`src/rtl/flash_guard_pkg.sv`:
```
package flash_guard_pkg;

    localparam logic [15:0] SEC_OPEN = 16'h5AA5;

    typedef enum logic [1:0] {
        OP_READ  = 2'd0,
        OP_PROG  = 2'd1,
        OP_ERASE = 2'd2,
        OP_RSVD  = 2'd3
    } fg_op_e;

    typedef enum logic [1:0] {
        OUT_GRANT  = 2'd0,
        OUT_BUSERR = 2'd1,
        OUT_WPERR  = 2'd2
    } fg_outcome_e;

    typedef struct packed {
        fg_outcome_e outcome;
        logic        mass_erase;
        logic        opt_erase;
    } fg_verdict_t;

    function automatic logic sec_locked(input logic [15:0] word);
        return word != SEC_OPEN;
    endfunction

    function automatic logic is_write(input fg_op_e op);
        return (op == OP_PROG) || (op == OP_ERASE);
    endfunction

endpackage

```
`src/rtl/fg_region_decode.sv`:
```
module fg_region_decode #(
    parameter int ADDR_W       = 20,
    parameter int REGION_SHIFT = 12,
    parameter int NUM_REGIONS  = 32
) (
    input  logic [ADDR_W-1:0]      addr,
    input  logic [NUM_REGIONS-1:0] mask,
    output logic                   region_prot,
    output logic                   region_first
);
    localparam int IDX_W = ADDR_W - REGION_SHIFT;
    localparam int LAST  = NUM_REGIONS - 1;

    logic [IDX_W-1:0]       page;
    logic [NUM_REGIONS-1:0] hit;

    assign page = addr[ADDR_W-1:REGION_SHIFT];

    // uniform regions, one per mask bit
    generate
        for (genvar i = 0; i < LAST; i++) begin : g_region
            assign hit[i] = (page == IDX_W'(i));
        end
    endgenerate

    // catch-all region covers the rest of main flash
    assign hit[LAST] = (page >= IDX_W'(LAST));

    assign region_prot  = |(hit & ~mask);
    assign region_first = hit[0];

endmodule

```
`src/rtl/fg_policy.sv`:
```
module fg_policy
    import flash_guard_pkg::*;
(
    input  fg_op_e      op,
    input  logic        opt,
    input  logic        region_prot,
    input  logic        region_first,
    input  logic [15:0] sec_word,
    input  logic        dbg_mode,
    input  logic        boot_sram,
    input  logic        boot_loader,
    input  logic [15:0] wdata,
    output fg_verdict_t verdict
);
    logic sec_on;
    logic sealed;

    assign sec_on = sec_locked(sec_word);
    assign sealed = sec_on && (dbg_mode || boot_sram || boot_loader);

    always_comb begin
        verdict = '{outcome: OUT_GRANT, mass_erase: 1'b0, opt_erase: 1'b0};
        if (op == OP_RSVD) begin
            verdict.outcome = OUT_BUSERR;
        end else if (opt) begin
            verdict.opt_erase  = (op == OP_ERASE);
            verdict.mass_erase = (op == OP_PROG) && (wdata == SEC_OPEN) && sec_on;
        end else if (op == OP_READ) begin
            if (sealed) verdict.outcome = OUT_BUSERR;
        end else if (is_write(op)) begin
            if (sealed || region_prot || (sec_on && region_first))
                verdict.outcome = OUT_WPERR;
        end
    end

endmodule

```
`src/rtl/fg_err_ctrl.sv`:
```
module fg_err_ctrl (
    input  logic clk,
    input  logic rst,
    input  logic set_evt,
    input  logic clr_w1,
    input  logic irq_en,
    output logic flag,
    output logic irq
);
    always_ff @(posedge clk) begin
        if (rst) begin
            flag <= 1'b0;
            irq  <= 1'b0;
        end else begin
            if (set_evt)     flag <= 1'b1;
            else if (clr_w1) flag <= 1'b0;
            irq <= flag & irq_en;
        end
    end


    flag_sticky_chk: assert property (@(posedge clk) disable iff (rst)
        ($past(flag) && !$past(clr_w1)) |-> flag);


    set_beats_clear_chk: assert property (@(posedge clk) disable iff (rst)
        $past(set_evt) |-> flag);


    irq_follow_chk: assert property (@(posedge clk) disable iff (rst)
        irq == $past(flag && irq_en));

endmodule

```
`src/rtl/flash_guard.sv`:
```
module flash_guard
    import flash_guard_pkg::*;
#(
    parameter int ADDR_W       = 20,
    parameter int REGION_SHIFT = 12,
    parameter int NUM_REGIONS  = 32,
    parameter int SEC_W        = 16
) (
    input  logic                   clk,
    input  logic                   rst,
    input  logic                   req_valid,
    input  logic [1:0]             req_op,
    input  logic                   req_opt,
    input  logic [ADDR_W-1:0]      req_addr,
    input  logic [SEC_W-1:0]       req_wdata,
    input  logic [NUM_REGIONS-1:0] wp_mask,
    input  logic [SEC_W-1:0]       sec_word,
    input  logic                   dbg_mode,
    input  logic                   boot_sram,
    input  logic                   boot_loader,
    input  logic                   irq_en,
    input  logic                   err_clr,
    output logic                   grant,
    output logic                   bus_err,
    output logic                   wp_err,
    output logic                   irq,
    output logic                   mass_erase_req,
    output logic [NUM_REGIONS-1:0] wp_mask_rd
);
    logic        opt_wiped_q;
    logic        region_prot;
    logic        region_first;
    fg_verdict_t verdict;
    fg_op_e      op;

    assign op         = fg_op_e'(req_op);
    assign wp_mask_rd = wp_mask | {NUM_REGIONS{opt_wiped_q}};

    fg_region_decode #(
        .ADDR_W      (ADDR_W),
        .REGION_SHIFT(REGION_SHIFT),
        .NUM_REGIONS (NUM_REGIONS)
    ) u_decode (
        .addr        (req_addr),
        .mask        (wp_mask_rd),
        .region_prot (region_prot),
        .region_first(region_first)
    );

    fg_policy u_policy (
        .op          (op),
        .opt         (req_opt),
        .region_prot (region_prot),
        .region_first(region_first),
        .sec_word    (sec_word),
        .dbg_mode    (dbg_mode),
        .boot_sram   (boot_sram),
        .boot_loader (boot_loader),
        .wdata       (req_wdata),
        .verdict     (verdict)
    );

    fg_err_ctrl u_err (
        .clk    (clk),
        .rst    (rst),
        .set_evt(req_valid && verdict.outcome == OUT_WPERR),
        .clr_w1 (err_clr),
        .irq_en (irq_en),
        .flag   (wp_err),
        .irq    (irq)
    );

    always_ff @(posedge clk) begin
        if (rst) begin
            grant          <= 1'b0;
            bus_err        <= 1'b0;
            mass_erase_req <= 1'b0;
            opt_wiped_q    <= 1'b0;
        end else begin
            grant          <= req_valid && verdict.outcome == OUT_GRANT;
            bus_err        <= req_valid && verdict.outcome == OUT_BUSERR;
            mass_erase_req <= req_valid && verdict.outcome == OUT_GRANT && verdict.mass_erase;
            if (req_valid && verdict.outcome == OUT_GRANT && verdict.opt_erase)
                opt_wiped_q <= 1'b1;
        end
    end


    idle_quiet_chk: assert property (@(posedge clk) disable iff (rst)
        !$past(req_valid) |-> !(grant || bus_err || mass_erase_req));


    one_outcome_chk: assert property (@(posedge clk) disable iff (rst)
        $past(req_valid) |-> ($countones({grant, bus_err}) == 1 || wp_err));


    grant_berr_excl_chk: assert property (@(posedge clk) disable iff (rst)
        !(grant && bus_err));


    opt_never_blocked_chk: assert property (@(posedge clk) disable iff (rst)
        $past(req_valid && req_opt && req_op != 2'd3) |-> grant);


    sealed_read_chk: assert property (@(posedge clk) disable iff (rst)
        $past(req_valid && !req_opt && req_op == 2'd0 && sec_word != 16'h5AA5
              && (dbg_mode || boot_sram || boot_loader)) |-> bus_err);


    mass_with_grant_chk: assert property (@(posedge clk) disable iff (rst)
        mass_erase_req |-> grant);

endmodule

```
`config.mk`:
```
export PLATFORM = sky130hd
export DESIGN_NAME = flash_guard
export DESIGN_NICKNAME = d
export VERILOG_FILES = /design/src/rtl/flash_guard_pkg.sv /design/src/rtl/fg_region_decode.sv /design/src/rtl/fg_policy.sv /design/src/rtl/fg_err_ctrl.sv /design/src/rtl/flash_guard.sv
export SDC_FILE = /design/constraint.sdc
export NUM_CORES = 1
export LEC_CHECK = 0
export BUFFER_PORTS_ARGS = -buffer_cell sky130_fd_sc_hd__buf_2
export CAP_MARGIN = 20
export CORE_MARGIN = 8
export CORE_UTILIZATION = 33
export CTS_BUF_LIST = sky130_fd_sc_hd__clkbuf_8
export DETAILED_ROUTE_END_ITERATION = 8
export PLACE_DENSITY = 0.79
export SYNTH_ARGS = -nofsm -noshare
export SYNTH_HDL_FRONTEND = slang
export SYNTH_SLANG_ARGS = --single-unit
```
`constraint.sdc`:
```
create_clock -name clk -period 2.6 [get_ports clk]
set_clock_uncertainty 0.05 [all_clocks]
set_input_delay 0.52 -clock clk [delete_from_list [all_inputs] [get_ports clk]]
set_output_delay 0.52 -clock clk [all_outputs]
set_load 0.01 [all_outputs]
```
==> run metrics <==
Slew Viols, Final 0; die area 0.00526 sq mm; CP top delay family simple AND/OR/NAND/NOR gates; largest net degree at the start of global routing 23; Post-Syn Area 0.00105 sq mm; adder-cell share of the synthesized area 4.74%; Final Hold Viols 0; # rows 20; Residual DRC 0; minimum clock period 2010 ps; die width 72.5 microns; starting density of the core 34.5%; Syn Inst Count 144; ratio of cells with drive above 1 in the final layout 55.6%; CTS Root Cell clkbuf_8; chip height 72.5 microns; RSZ-0062 raised after global routing no; core region area 0.00305 sq mm; status completed; worst-path cell chain buf_2 > nor2b_1 > a31oi_1 > o211ai_1 > or4_1 > a41oi_2 > o22ai_1; # H-tree levels 1; RD Place Congestion 0.805; wire length per cell 13.8 microns; Worst setup SP type input pin; Sequential Power Share 21.2%; number of synthesized register bits 6; nets 360; XOR/XNOR share of the synthesized area 0%; CTS Buf Count 3; Syn. warnings 0; DP Wirelength 3.76 mm; total routed wirelength 4.18 mm; Max VDD drop 0.146 mV; Synth area leaders dfxtp_1 (11%), or2_2 (11%), nand3b_1 (7.8%), nor4bb_1 (7.6%), or2_1 (5.9%); crit path max fanout 15; Tightest Pin Transition 521 ps; initial antenna violation count 0; worst hold-check path type reg2reg; Max Freq 497 MHz; P_leak 0.896 nW; Seq/Total Area, Yosys 11.4%; Logic pwr share 48.1%; io pins 132; Initial DRT Pass Iterations 4; Psw 0.000143 W; Gates resized, CTS repair 0; total track usage 15.0%; Pint 0.000310 W; final setup vio count 0; first-pass GRT wire length 6.49 mm; Final Util 55.7%; PortBufs 119; Syn Nets 243; Crit. End Element register; fin crit share 77.5%; initial DRC count 90; worst endpoint required time 2650 ps; Syn Area/Cell 7.32 sq um; area added between synthesis and finish 61.1%; clk slew on worst S/H paths 40 ps; Cell variety after synth 37; clk sinks 6; main combinational cell family by area after synthesis simple AND/OR/NAND/NOR gates; pwr dens 267 mW/mm^2; antenna-violating nets left 0; Clock Power Share 30.7%; Arr. time, crit path 2070 ps; headroom to the max-slew limit 64.8%; CP bufs+invs 1; vias in the first global route 1525; setup TNS 0 ps; post-synthesis mux area share 2.85%; MaxCap Viol Count 0; CTS tree built; sw frac 31.5%; grt ovf 0; Slowest Stage Delay on Critical Path 550 ps; post-synth top area cell dfxtp_1; vias per cell 4.97; # Post-CTS Setup Buffers 0; complex-gate fraction of the synthesized area 10.6%; number of hold buffers added after cts 0; Clk Latency, worst-skew pair 220 ps; sequential cell area 120 sq um; footprint of the multi-input gates 846 sq um; # diodes 0; critical setup path kind in2reg; Longest Clk Path Bufs 2; DR vias 1507; slowest stage cell, crit path or4_1; final-layout fill cell count 326; Post-Synth Simple-Gate Area 62.0%; Synth top area share 11.4%
-- synth_stat cells, drive strengths merged --
library cell  instances
nand3b               11
clkbuf                2
nor2                 10
and3b                 1
dfxtp                 6
or4                   2
inv                   7
nand2b                1
nand2                 2
mux2i                 3
o211ai                4
nand4                 9
ha                    4
and2                  1
nor2b                 5
nor3                  5
a41oi                 1
o21bai                1
buf                   7
or2                  28
o21a                  1
a31oi                 1
nor3b                 6
o22ai                 1
nor4bb                8
o21ai                 3
and4                  1
a211oi                1
and2b                 1
nand4b                1
nor4b                 4
a21oi                 3
nand3                 3
-- per-stage QoR --
step           total power (W)  hold slack (ps)  instance area (sq um)  worst slack, ps  instances
6_report              0.000453              438                   1700              586        303
5_1_grt               0.000488              459                   1700              475        303
4_1_cts               0.000460              439                   1700              606        303
3_5_place_dp          0.000318              431                   1660              379        300
3_3_place_gp          0.000314              410                   1660              374        300
2_1_floorplan         0.000211              441                   1050              635        144
-- cells in the final DEF (no fill, tap or decap), types with 2 or more instances in the layout --
cell	n
or4_1	2
nand4_1	9
nor2b_1	5
nor4bb_1	8
nor3b_1	6
mux2i_1	3
a21oi_1	3
clkbuf_8	3
o211ai_1	4
ha_1	4
or2_2	18
nand3b_1	11
nor3_1	5
inv_1	7
buf_4	2
nand2_1	2
nand3_1	3
nor2_1	10
or2_1	10
nor4b_1	4
o21ai_1	2
dfxtp_1	6
buf_2	119
-- state kept, by name, indices dropped and copies added, names as in the netlist --
name,count
bus_err,1
grant,1
mass_erase_req,1
opt_wiped_q,1
u_err.flag,1
u_err.irq,1
-- cell families after synthesis --
kind of cell / after synthesis
adder cells (fa/ha/maj): 4
multiplexers: 3
AND/OR/NAND/NOR: 99
buffers and inverters: 16
flip-flops: 6
AO/OA/AOI/OAI: 16
-- metal layers --
metal | up-vias | part of all wire [%] | routed length [microns] | track usage (%)
met1 | 663 | 38 | 1600 | 15.2
met5 | - | 0 | 0 | 0
met2 | 83 | 49 | 2040 | 26.9
met3 | 4 | 12 | 516 | 6.61
met4 | 0 | 0.60 | 25 | 4.00
li1 | 757 | - | - | -
-- worst register-to-register path: stages (launching register included) --
cell	delay, ps
dfxtp_1	330
buf_4	200
or2_2	150
nand3b_1	110
nand4_1	100
or4_1	550
a41oi_2	240
o22ai_1	90
-- final cells by class --
cell class | count | share of cell area, %
multi-input cells | 122 | 49.8
repair buffers | 121 | 35.9
flip-flops and latches | 6 | 7.07
well taps | 44 | 3.24
clock buffers | 3 | 2.43
inverters | 7 | 1.55
-- worst paths after layout --
path                             endpoint  slack [ps]  cells after the start                      from
setup / recovery  u_err.flag$_SDFFE_PP0P_         590                      7              req_addr[14]
hold / removal       u_err.irq$_SDFF_PP0_         440                      2   u_err.flag$_SDFFE_PP0P_
setup reg to reg  u_err.flag$_SDFFE_PP0P_         670                      7  opt_wiped_q$_SDFFE_PP0P_
hold reg to reg      u_err.irq$_SDFF_PP0_         440                      2   u_err.flag$_SDFFE_PP0P_
-- power groups by stage --
stage	combinational, W	clock, W	sequential [W]
2_1_floorplan	0.000112	0	0.0000984
3_3_place_gp	0.000217	0	0.0000971
3_5_place_dp	0.000220	0	0.0000973
4_1_cts	0.000221	0.000143	0.0000959
5_1_grt	0.000241	0.000151	0.0000961
6_report	0.000218	0.000139	0.0000960
Power figures use the tool's default switching activity.
